### src/rtl/eag_pkg.sv
// Package: shared opcode values and selector encodings for the effective
// address generator. Assumes a 4-bit opcode in the top bits of the word.
package eag_pkg;

    typedef enum logic [3:0] {
        OP_BR   = 4'b0000,
        OP_ADD  = 4'b0001,
        OP_LD   = 4'b0010,
        OP_ST   = 4'b0011,
        OP_JSR  = 4'b0100,
        OP_AND  = 4'b0101,
        OP_LDR  = 4'b0110,
        OP_STR  = 4'b0111,
        OP_RTI  = 4'b1000,
        OP_NOT  = 4'b1001,
        OP_LDI  = 4'b1010,
        OP_STI  = 4'b1011,
        OP_JMP  = 4'b1100,
        OP_RSV  = 4'b1101,
        OP_LEA  = 4'b1110,
        OP_TRAP = 4'b1111
    } opcode_e;

    // Next-PC source; encoding is visible on the pc_src port.
    typedef enum logic [1:0] {
        PCS_INC   = 2'b00,
        PCS_ADDER = 2'b01,
        PCS_BUS   = 2'b10
    } pc_src_e;

    // Memory address source; encoding is visible on the mar_src port.
    typedef enum logic {
        MARS_ADDER = 1'b0,
        MARS_VECT  = 1'b1
    } mar_src_e;

    // Offset operand of the address adder.
    typedef enum logic [1:0] {
        OFS_ZERO = 2'd0,
        OFS_S6   = 2'd1,
        OFS_S9   = 2'd2,
        OFS_S11  = 2'd3
    } ofs_sel_e;

    // Base operand of the address adder.
    typedef enum logic {
        BAS_PC  = 1'b0,
        BAS_REG = 1'b1
    } bas_sel_e;

endpackage

### src/rtl/eag_field_ext.sv
// Module: eag_field_ext
// Widens an instruction field to the word width, either by replicating its
// top bit (SIGN_EXT = 1) or by padding with zeros (SIGN_EXT = 0).
// Assumes OUT_W > IN_W.
module eag_field_ext #(
    parameter int IN_W     = 9,
    parameter int OUT_W    = 16,
    parameter bit SIGN_EXT = 1'b1
) (
    input  logic [IN_W-1:0]  field_in,
    output logic [OUT_W-1:0] wide_out
);
    localparam int PAD_W = OUT_W - IN_W;

    generate
        if (SIGN_EXT) begin : g_signed
            // Replicate the field's sign bit into the upper bits.
            always_comb wide_out = {{PAD_W{field_in[IN_W-1]}}, field_in};
        end else begin : g_unsigned
            // Pad the upper bits with zeros.
            always_comb wide_out = {{PAD_W{1'b0}}, field_in};
        end
    endgenerate

endmodule

### src/rtl/eag_decode.sv
// Module: eag_decode
// Turns the opcode, the call-mode bit, the branch condition field and the
// current flags into adder operand selects and the two path selects.
// Assumes the flags are one of the legal codes or zero; any overlap with the
// condition field takes the branch.
module eag_decode
    import eag_pkg::*;
#(
    parameter int OPC_W = 4,
    parameter int CC_W  = 3
) (
    input  logic [OPC_W-1:0] opcode,
    input  logic             call_pcrel,
    input  logic [CC_W-1:0]  br_cond,
    input  logic [CC_W-1:0]  cc_flags,
    output bas_sel_e         bas_sel,
    output ofs_sel_e         ofs_sel,
    output pc_src_e          pc_src,
    output mar_src_e         mar_src
);
    logic br_taken;

    // Branch condition: any requested flag that is currently set.
    always_comb br_taken = |(br_cond & cc_flags);

    // Adder operand selection per instruction class.
    always_comb begin
        bas_sel = BAS_PC;
        ofs_sel = OFS_ZERO;
        unique case (opcode_e'(opcode))
            OP_BR, OP_LD, OP_ST, OP_LDI, OP_STI, OP_LEA: begin
                bas_sel = BAS_PC;
                ofs_sel = OFS_S9;
            end
            OP_LDR, OP_STR: begin
                bas_sel = BAS_REG;
                ofs_sel = OFS_S6;
            end
            OP_JSR: begin
                bas_sel = call_pcrel ? BAS_PC  : BAS_REG;
                ofs_sel = call_pcrel ? OFS_S11 : OFS_ZERO;
            end
            OP_JMP: begin
                bas_sel = BAS_REG;
                ofs_sel = OFS_ZERO;
            end
            default: begin
                bas_sel = BAS_PC;
                ofs_sel = OFS_ZERO;
            end
        endcase
    end

    // Next-PC source per instruction class.
    always_comb begin
        unique case (opcode_e'(opcode))
            OP_BR:           pc_src = br_taken ? PCS_ADDER : PCS_INC;
            OP_JSR, OP_JMP:  pc_src = PCS_ADDER;
            OP_TRAP, OP_RTI: pc_src = PCS_BUS;
            default:         pc_src = PCS_INC;
        endcase
    end

    // Memory address source: the trap vector only for the trap opcode.
    always_comb mar_src = (opcode_e'(opcode) == OP_TRAP) ? MARS_VECT : MARS_ADDER;

    // Decode consistency checks.
    always_comb begin

        br_nocond_chk: assert (!((opcode_e'(opcode) == OP_BR) && (br_cond == '0))
                               || (pc_src == PCS_INC))
            else $error("branch with empty condition field taken");

        zero_ofs_jump_chk: assert (!((pc_src == PCS_ADDER) && (ofs_sel == OFS_ZERO))
                                   || (bas_sel == BAS_REG))
            else $error("zero-offset jump not register based");

        pc_src_legal_chk: assert (pc_src != pc_src_e'(2'b11))
            else $error("illegal next-PC source code");
    end

endmodule

### src/rtl/eag_addr_adder.sv
// Module: eag_addr_adder
// The single shared address adder. It picks a base (the incremented PC or
// the base register) and an already-widened offset, and adds them modulo
// 2^WORD_W. Assumes its offset inputs are already extended to the full width.
module eag_addr_adder
    import eag_pkg::*;
#(
    parameter int WORD_W = 16
) (
    input  bas_sel_e          bas_sel,
    input  ofs_sel_e          ofs_sel,
    input  logic [WORD_W-1:0] pc_inc,
    input  logic [WORD_W-1:0] base_val,
    input  logic [WORD_W-1:0] ofs6_w,
    input  logic [WORD_W-1:0] ofs9_w,
    input  logic [WORD_W-1:0] ofs11_w,
    output logic [WORD_W-1:0] sum
);
    logic [WORD_W-1:0] base_opnd;
    logic [WORD_W-1:0] ofs_opnd;

    // Base operand multiplexer.
    always_comb base_opnd = (bas_sel == BAS_REG) ? base_val : pc_inc;

    // Offset operand multiplexer.
    always_comb begin
        unique case (ofs_sel)
            OFS_S6:  ofs_opnd = ofs6_w;
            OFS_S9:  ofs_opnd = ofs9_w;
            OFS_S11: ofs_opnd = ofs11_w;
            default: ofs_opnd = '0;
        endcase
    end

    // Modular addition; the carry out is discarded.
    always_comb sum = base_opnd + ofs_opnd;

    // Adder checks.
    always_comb begin

        zero_ofs_pass_chk: assert (!((bas_sel == BAS_REG) && (ofs_sel == OFS_ZERO))
                                   || (sum == base_val))
            else $error("zero offset altered the base register value");
    end

endmodule

### src/rtl/eag_top.sv
// Module: eag_top
// Effective address generator. It widens the offset fields, forms one adder
// result and drives the next-PC and memory-address multiplexers. It is purely
// combinational. Assumes pc_inc is already incremented and that base_val is
// the register named by instr[8:6].
module eag_top
    import eag_pkg::*;
#(
    parameter int WORD_W  = 16,
    parameter int OPC_W   = 4,
    parameter int CC_W    = 3,
    parameter int OFS6_W  = 6,
    parameter int OFS9_W  = 9,
    parameter int OFS11_W = 11,
    parameter int VECT_W  = 8
) (
    input  logic [WORD_W-1:0] instr,
    input  logic [WORD_W-1:0] pc_inc,
    input  logic [WORD_W-1:0] base_val,
    input  logic [WORD_W-1:0] bus_val,
    input  logic [CC_W-1:0]   cc_nzp,
    output logic [WORD_W-1:0] ea_sum,
    output logic [WORD_W-1:0] pc_next,
    output logic [1:0]        pc_src,
    output logic [WORD_W-1:0] mar_addr,
    output logic              mar_src
);
    localparam int OPC_LSB  = WORD_W - OPC_W;
    localparam int COND_LSB = OPC_LSB - CC_W;
    localparam int CALL_BIT = OFS11_W;

    logic [WORD_W-1:0] ofs6_w, ofs9_w, ofs11_w, vect_w;
    bas_sel_e          bas_sel;
    ofs_sel_e          ofs_sel;
    pc_src_e           pc_sel;
    mar_src_e          mar_sel;

    eag_field_ext #(.IN_W(OFS6_W),  .OUT_W(WORD_W), .SIGN_EXT(1'b1)) u_ext6 (
        .field_in (instr[OFS6_W-1:0]),
        .wide_out (ofs6_w)
    );
    eag_field_ext #(.IN_W(OFS9_W),  .OUT_W(WORD_W), .SIGN_EXT(1'b1)) u_ext9 (
        .field_in (instr[OFS9_W-1:0]),
        .wide_out (ofs9_w)
    );
    eag_field_ext #(.IN_W(OFS11_W), .OUT_W(WORD_W), .SIGN_EXT(1'b1)) u_ext11 (
        .field_in (instr[OFS11_W-1:0]),
        .wide_out (ofs11_w)
    );
    eag_field_ext #(.IN_W(VECT_W),  .OUT_W(WORD_W), .SIGN_EXT(1'b0)) u_extv (
        .field_in (instr[VECT_W-1:0]),
        .wide_out (vect_w)
    );

    eag_decode #(.OPC_W(OPC_W), .CC_W(CC_W)) u_dec (
        .opcode     (instr[WORD_W-1:OPC_LSB]),
        .call_pcrel (instr[CALL_BIT]),
        .br_cond    (instr[OPC_LSB-1:COND_LSB]),
        .cc_flags   (cc_nzp),
        .bas_sel    (bas_sel),
        .ofs_sel    (ofs_sel),
        .pc_src     (pc_sel),
        .mar_src    (mar_sel)
    );

    eag_addr_adder #(.WORD_W(WORD_W)) u_add (
        .bas_sel  (bas_sel),
        .ofs_sel  (ofs_sel),
        .pc_inc   (pc_inc),
        .base_val (base_val),
        .ofs6_w   (ofs6_w),
        .ofs9_w   (ofs9_w),
        .ofs11_w  (ofs11_w),
        .sum      (ea_sum)
    );

    // Next-PC multiplexer over its three sources.
    always_comb begin
        unique case (pc_sel)
            PCS_ADDER: pc_next = ea_sum;
            PCS_BUS:   pc_next = bus_val;
            default:   pc_next = pc_inc;
        endcase
    end

    // Memory-address multiplexer: adder result or trap vector.
    always_comb mar_addr = (mar_sel == MARS_VECT) ? vect_w : ea_sum;

    // Export the selector codes.
    always_comb begin
        pc_src  = pc_sel;
        mar_src = mar_sel;
    end

    // Port-level checks.
    always_comb begin

        pc_inc_pass_chk: assert ((pc_src != 2'b00) || (pc_next == pc_inc))
            else $error("incremented PC not forwarded");

        bus_pass_chk: assert ((pc_src != 2'b10) || (pc_next == bus_val))
            else $error("bus word not forwarded to PC");

        vect_range_chk: assert (!mar_src || (mar_addr[WORD_W-1:VECT_W] == '0))
            else $error("trap vector address outside the vector table");

        vect_only_trap_chk: assert (!mar_src || (instr[WORD_W-1:OPC_LSB] == '1))
            else $error("trap vector selected for a non-trap opcode");
    end

endmodule

### config.mk
export PLATFORM = sky130hd
export DESIGN_NAME = eag_top
export DESIGN_NICKNAME = d
export VERILOG_FILES = /design/src/rtl/eag_pkg.sv /design/src/rtl/eag_field_ext.sv /design/src/rtl/eag_decode.sv /design/src/rtl/eag_addr_adder.sv /design/src/rtl/eag_top.sv
export SDC_FILE = /design/constraint.sdc
export NUM_CORES = 1
export LEC_CHECK = 0
export BUFFER_PORTS_ARGS = -buffer_cell sky130_fd_sc_hd__buf_2
export CELL_PAD_IN_SITES_DETAIL_PLACEMENT = 1
export CELL_PAD_IN_SITES_GLOBAL_PLACEMENT = 1
export CORE_UTILIZATION = 26
export DETAILED_ROUTE_END_ITERATION = 10
export GPL_TIMING_DRIVEN = 0
export PLACE_DENSITY = 0.86
export SLEW_MARGIN = 20
export SYNTH_ARGS = -nofsm -noshare
export SYNTH_HDL_FRONTEND = slang
export SYNTH_SLANG_ARGS = --single-unit
export TNS_END_PERCENT = 10
### constraint.sdc
create_clock -name vclk -period 2.78
set_clock_uncertainty 0.05 [all_clocks]
set_input_delay 0.139 -clock vclk [all_inputs]
set_output_delay 0.139 -clock vclk [all_outputs]
set_load 0.005 [all_outputs]
==> results.md, run 1 <==
* Row cnt at 28
* Vias/cell at 5.333
* DP Cell Count at 422
* Setup-failing EPs final at 31
* GRT Total Usage at 21.15%
* Congestion Overflow GR at 0
* Max Cap Viol at 0
* First-pass GRT wire length at 11,010 µm
* FF+latch area at 0 µm²
* Worst-margin pin slew at 0.8576 ns
* Hold Fails Final Rpt at 0
* Sequential cell area fraction in the yosys report at 0%
* RSZ-0062 raised after global routing: yes
* Most common cell after layout, fill and taps aside: buf_2
* Cells after Synth at 231
* Fin nets at 447
* Arrival @ worst endpoint at 2.89 ns
* WL final at 7850 µm
* Area growth, synth to finish at 66.29%
* Top-level I/O count at 118
* DP HPWL at 5718 µm
* Largest net degree at the start of global routing at 11
* Ys Warns at 0
* Min-Delay Startpoint: pc_inc[5]
* DRC viols at 0
* Vias in the first global route at 2,269
* Final worst slack at -0.3009 ns
* Non-Filler Instances at 435
* Clock buffers at 0
* Crit path time final at 3.081 ns
* Rel. slew slack at 42.62%
* CORE AREA at 6061 µm²
* Initial antenna violation count at 0
* Peak supply drop at 0.1322 mV
* Highest Clock Rate at 0.3246 GHz
* Die H at 82.24 µm
* Gpl congestion at 0.8879
* Detail Route Antenna Nets at 0
* Startpoint Class: input port
* Layout fillers at 775
* Iter 0 DRT Violations at 60
* WHS Endpoint: pc_next[5]
* Avg Cell Area, Syn at 7.247 µm²
* Starting Density at 27.62%
* Failing checks: negative setup slack
* Hold path depth at 4
* Critical path class: in2out
* Final period util at 110.8%
* Commonest cells after routing, fill and taps aside: buf_2, mux2_2, inv_1
* Data required, critical path at 2.59 ns
* FFs & Latches at 0
* Hold WC Path Type: in2out
* Die footprint at 6763 µm²
* Status: complete, but fails checks
* Fin Hold WS at 0.5132 ns
* Leak Pwr at 1.412 nW
* Fraction of layout cells with a size suffix above 1 at 57.78%
* Port bufs at 116
* PD cells at 338.6 nW/µm²
* Max-slew violation count at 0
* Die width at 82.24 µm
* Post-Route Setup TNS at -5.542 ns
* # hold bufs at CTS at 0
* Syn nets at 316
* Via count at 2,320
* Avg WL per Cell at 18.05 µm
* Number of library cell types mapped by synthesis at 49
* Critical path capture point type: output port
* Drt pass-1 iters at 4
* Max FO, Critical Path at 5
* Mapped Area at 1674 µm²
* Ant. Diodes at 0
==> metal layers <==
layer  up-vias  GRT usage (%)  part of all wire (%)
li1       1096              -                     -
met1      1126          23.39                    40
met3        14         0.8791                   4.1
met4         0          3.158                   1.8
met5         -              0                     0
met2        84          44.13                    54
==> logic make-up after synthesis <==
kind of cell	after synthesis	synth area share, %
AO/OA/AOI/OAI	84	36.10
multiplexers	25	16.52
XOR/XNOR	14	7.325
buffers and inverters	32	8.445
AND/OR/NAND/NOR	58	17.71
adder cells (fa/ha/maj)	18	13.90
==> layout make-up <==
class	count	area (µm²)	area share (%)
Multi-Input combinational cell	199	1782	64.00
Timing Repair Buffer	130	747.0	26.83
Inverter	20	87.58	3.146
Tap cell	75	93.84	3.371
Buffer	11	73.82	2.652
==> critical path: stages <==
cell and delay, ns:
buf_6 0.10, nor2b_4 0.12, o21ai_2 0.16, o211ai_4 0.15, buf_8 0.17, mux2_4 0.31
ha_4 0.24, o211ai_1 0.28, o21ai_2 0.11, o31a_4 0.32, a31oi_4 0.22, nor2_2 0.07
o311ai_4 0.28, nor2_1 0.09, buf_2 0.14
==> power by group <==
| part | total [mW] | leakage [nW] | switching [mW] | internal, mW |
|---|---|---|---|---|
| Clock | 0 | 0 | 0 | 0 |
| Sequential | 0 | 0 | 0 | 0 |
| Combinational | 0.943 | 1.41 | 0.485 | 0.458 |
| Total | 0.943 | 1.41 | 0.485 | 0.458 |
==> timing repair <==
item	in CTS	in global routing
setup buffers	8	5
pin swaps	23	14
cloned	1	0
gates resized for setup	49	14
setup endpoints to repair	41	34
==> metrics by stage <==
| stage | worst slack (ns) | power (mW) | util (%) | instance area, µm² |
|---|---|---|---|---|
| global route | -0.4021 | 1.027 | 45.93 | 2784 |
| CTS | -0.2612 | 0.8691 | 44.41 | 2691 |
| detailed placement | -0.7579 | 0.7727 | 39.10 | 2370 |
| finish | -0.3009 | 0.9427 | 45.93 | 2784 |
| global placement | -0.6359 | 0.7431 | 39.10 | 2370 |
| floorplan | -0.01239 | 0.4615 | - | 1695 |
==> worst max-delay path by stage <==
| stage | end | slack [ns] | depth (start not counted) | startpoint |
|---|---|---|---|---|
| 2_1_floorplan | pc_next[8] | -0.01 | 17 | instr[13] |
| 3_5_place_dp | pc_next[14] | -0.76 | 19 | instr[13] |
| 6_report | mar_addr[13] | -0.30 | 15 | instr[11] |
| 5_1_grt | pc_next[12] | -0.40 | 17 | instr[11] |
| 3_3_place_gp | pc_next[8] | -0.64 | 19 | instr[13] |
| 4_1_cts | pc_next[13] | -0.26 | 15 | instr[11] |
==> Yosys cell counts, types with 2 or more instances <==
cell      number  area (µm²)
xnor2_1        7       61.31
a22oi_1       15       112.6
nor2b_1        4       25.02
nand3_1        2       10.01
o21a_1         2       15.01
nor3b_1        2       15.01
ha_1          17       212.7
inv_1         18       67.56
nand2b_1       3       18.77
xor2_1         7       61.31
o21bai_1       2       15.01
and2_1         6       37.54
clkbuf_1       5       18.77
nor2_1        15       56.30
and3_1         3       18.77
a21oi_1       14       70.07
nand2_1       17       63.81
o21ai_2        3       26.28
mux2_2        21       236.5
buf_2          4       20.02
o21ai_0       15       75.07
a21o_1         8       60.06
o21ai_1       11       55.05
mux2i_1        4       40.04
buf_6          2       22.52
Note: power is estimated with default switching activity, not from simulation.
==> run 2, diff against run 1 <==
==> constraint.sdc (replaced) <==
create_clock -name vclk -period 2.78
set_clock_uncertainty 0.05 [all_clocks]
set_input_delay 0.278 -clock vclk [all_inputs]
set_output_delay 0.278 -clock vclk [all_outputs]
set_load 0.005 [all_outputs]
==> run 2 against run 1 <==
Effect of this change:
- the flow still finishes with violations (negative setup slack)
- worst setup slack got worse by 0.16 ns
- largest power group unchanged
- non-clock buffer count down 5
- final area fell by 1.3%
- largest cell class unchanged
- power decreased by 4.1%
==> results.md, run 2 (same netlist as run 1, synthesis figures left out) <==
* CP max stage delay at 0.31 ns (was 0.32 ns)
* Sw Share at 51.13% (was 51.44%)
* Area growth, synth to finish at 64.20% (was 66.29%)
* Critical path class: in2out (unchanged)
* Fin nets at 442 (was 447)
* Drt pass-1 iters at 4 (unchanged)
* Die H at 82.24 µm (unchanged)
* Hold WC Path Type: in2out (unchanged)
* Ant. Diodes at 0 (unchanged)
* Avg WL per Cell at 16.41 µm (was 18.05 µm)
* Seq pwr share at 0% (about the same)
* PD cells at 328.9 nW/µm² (was 338.6 nW/µm²)
* CP Launch Point: instr[11] (unchanged)
* Non-Filler Instances at 430 (was 435)
* Comb power frac at 100.0% (about the same)
* Vias in the first global route at 2,259 (was 2,269)
* Max Cap Viol at 0 (unchanged)
* Final worst slack at -0.4583 ns (was -0.3009 ns)
* Critical path capture point type: output port (unchanged)
* Setup-failing EPs final at 38 (was 31)
* Peak supply drop at 0.1342 mV (was 0.1322 mV)
* Rel. slew slack at 42.24% (was 42.62%)
* Final period util at 116.5% (was 110.8%)
* Max FO, Critical Path at 4 (was 5)
* Tot Pwr at 904.2 µW (was 942.7 µW)
* Starting Density at 27.62% (unchanged)
* Worst-margin pin slew at 0.8632 ns (was 0.8576 ns)
* Initial antenna violation count at 0 (unchanged)
* Buf/Inv on CP at 4 (was 3)
* Die footprint at 6763 µm² (unchanged)
* Die width at 82.24 µm (unchanged)
* # hold bufs at CTS at 0 (unchanged)
* Failing checks: negative setup slack (unchanged)
* Fin Hold WS at 0.7949 ns (was 0.5132 ns)
* Vias/cell at 5.144 (was 5.333)
* Largest net degree at the start of global routing at 11 (unchanged)
* Congestion Overflow GR at 0 (unchanged)
* Hold Fails Final Rpt at 0 (unchanged)
* Commonest cells after routing, fill and taps aside: buf_2, mux2_2, inv_1, nand2_1 (was buf_2, mux2_2, inv_1)
* Leak Pwr at 1.375 nW (was 1.412 nW)
* Stages on worst setup path at 17 (was 15)
* Arrival @ worst endpoint at 2.91 ns (was 2.89 ns)
* Slowest CP cell: mux2_4 (was o31a_4)
* Detail Route Antenna Nets at 0 (unchanged)
* Most common cell after layout, fill and taps aside: buf_2 (unchanged)
* Clock buffers at 0 (unchanged)
* FF+latch area at 0 µm² (unchanged)
* DP Cell Count at 422 (unchanged)
* Highest Clock Rate at 0.3088 GHz (was 0.3246 GHz)
* Hold path depth at 4 (unchanged)
* RSZ-0062 raised after global routing: yes (unchanged)
* Worst Setup EP: pc_next[12] (was mar_addr[13])
* Port bufs at 116 (unchanged)
* Power share of the clock group at 0% (about the same)
* DP HPWL at 5738 µm (was 5718 µm)
* First-pass GRT wire length at 10,810 µm (was 11,010 µm)
* GRT Total Usage at 20.37% (was 21.15%)
* CORE AREA at 6061 µm² (unchanged)
* Int Pwr at 441.8 µW (was 457.7 µW)
* Iter 0 DRT Violations at 52 (was 60)
* Status: complete, but fails checks (unchanged)
* Via count at 2,212 (was 2,320)
* Startpoint Class: input port (unchanged)
* Max-slew violation count at 0 (unchanged)
* Final instance area at 2749 µm² (was 2784 µm²)
* WL final at 7057 µm (was 7850 µm)
* FFs & Latches at 0 (unchanged)
* DP Area at 2467 µm² (was 2370 µm²)
* Data required, critical path at 2.45 ns (was 2.59 ns)
* Crit path time final at 3.238 ns (was 3.081 ns)
* Switching power total at 462.3 µW (was 484.9 µW)
* Fraction of layout cells with a size suffix above 1 at 57.18% (was 57.78%)
* Top-level I/O count at 118 (unchanged)
* CP delay by family, top: compound AO/OA/AOI/OAI gates (unchanged)
* DRC viols at 0 (unchanged)
* Layout fillers at 778 (was 775)
* Gpl congestion at 0.8724 (was 0.8879)
* CP cell instances: buf_8 > nor2b_4 > o21ai_4 > o211ai_4 > buf_12 > mux2_4 > ha_4 > inv_2 > fa_2 > nor2b_1 > o21a_1 > o21ai_2 > nand2_2 > a21boi_4 > mux2i_2 > o21ai_1 > buf_2 (was buf_6 > nor2b_4 > o21ai_2 > o211ai_4 > buf_8 > mux2_4 > ha_4 > o211ai_1 > o21ai_2 > o31a_4 > a31oi_4 > nor2_2 > o311ai_4 > nor2_1 > buf_2)
* Row cnt at 28 (unchanged)
==> run 2: changes by cell type in the layout (fill, tap and decap cells not counted), moves of 2 or more <==
cell / before / now
xor2_1: 4 / 2
ha_2: 4 / 0
ha_1: 7 / 10
xor2_2: 3 / 5
buf_4: 10 / 8
buf_6: 4 / 1
==> run 2: power groups by stage <==
| stage | combinational [mW] | sequential [mW] | clock [mW] |
|---|---|---|---|
| global route | 0.996 | 0 | 0 |
| floorplan | 0.487 | 0 | 0 |
| CTS | 0.871 | 0 | 0 |
| finish | 0.904 | 0 | 0 |
| global placement | 0.778 | 0 | 0 |
| detailed placement | 0.797 | 0 | 0 |
==> run 2: worst min-delay path by stage <==
stage               startpoint           to
global route        bus_val[9]   pc_next[9]
floorplan             instr[1]  mar_addr[1]
CTS                  pc_inc[5]   pc_next[5]
global placement     pc_inc[3]   pc_next[3]
finish               pc_inc[5]   pc_next[5]
detailed placement   pc_inc[5]   pc_next[5]
==> run 2: layer usage <==
layer	vias up	share of wire [%]	track usage [%]	routed length [µm]
met3	0	3.7	1.099	258
li1	1084	-	-	-
met1	1069	43	26.10	3057
met2	59	53	38.93	3742
met4	0	0	0.7018	0
met5	-	0	0	0
==> run 2: final cells by class <==
class                      count  area (µm²)  area share, %
inverter                      20       87.58          3.186
multi-input combinational    199        1802          65.54
tap                           75       93.84          3.414
buffer                        12       87.58          3.186
timing repair buffer         124       678.2          24.67
==> run 2: stage by stage <==
| step | setup TNS [ns] | utilization (%) | setup WS, ns |
|---|---|---|---|
| after CTS | -13.71 | 43.99 | -0.5496 |
| after global placement | -18.53 | 40.71 | -0.6586 |
| after detailed placement | -20.79 | 40.71 | -0.7136 |
| after global routing | -16.85 | 45.36 | -0.5665 |
| final | -11.88 | 45.36 | -0.4583 |
| after floorplan | -1.501 | - | -0.1271 |
==> run 2: timing repair <==
action	in CTS	in global routing
gates resized for setup	32	15
pin swaps	19	14
setup endpoints to repair	42	43
buffers inserted	6	2
endpoints found under the hold margin	0	0
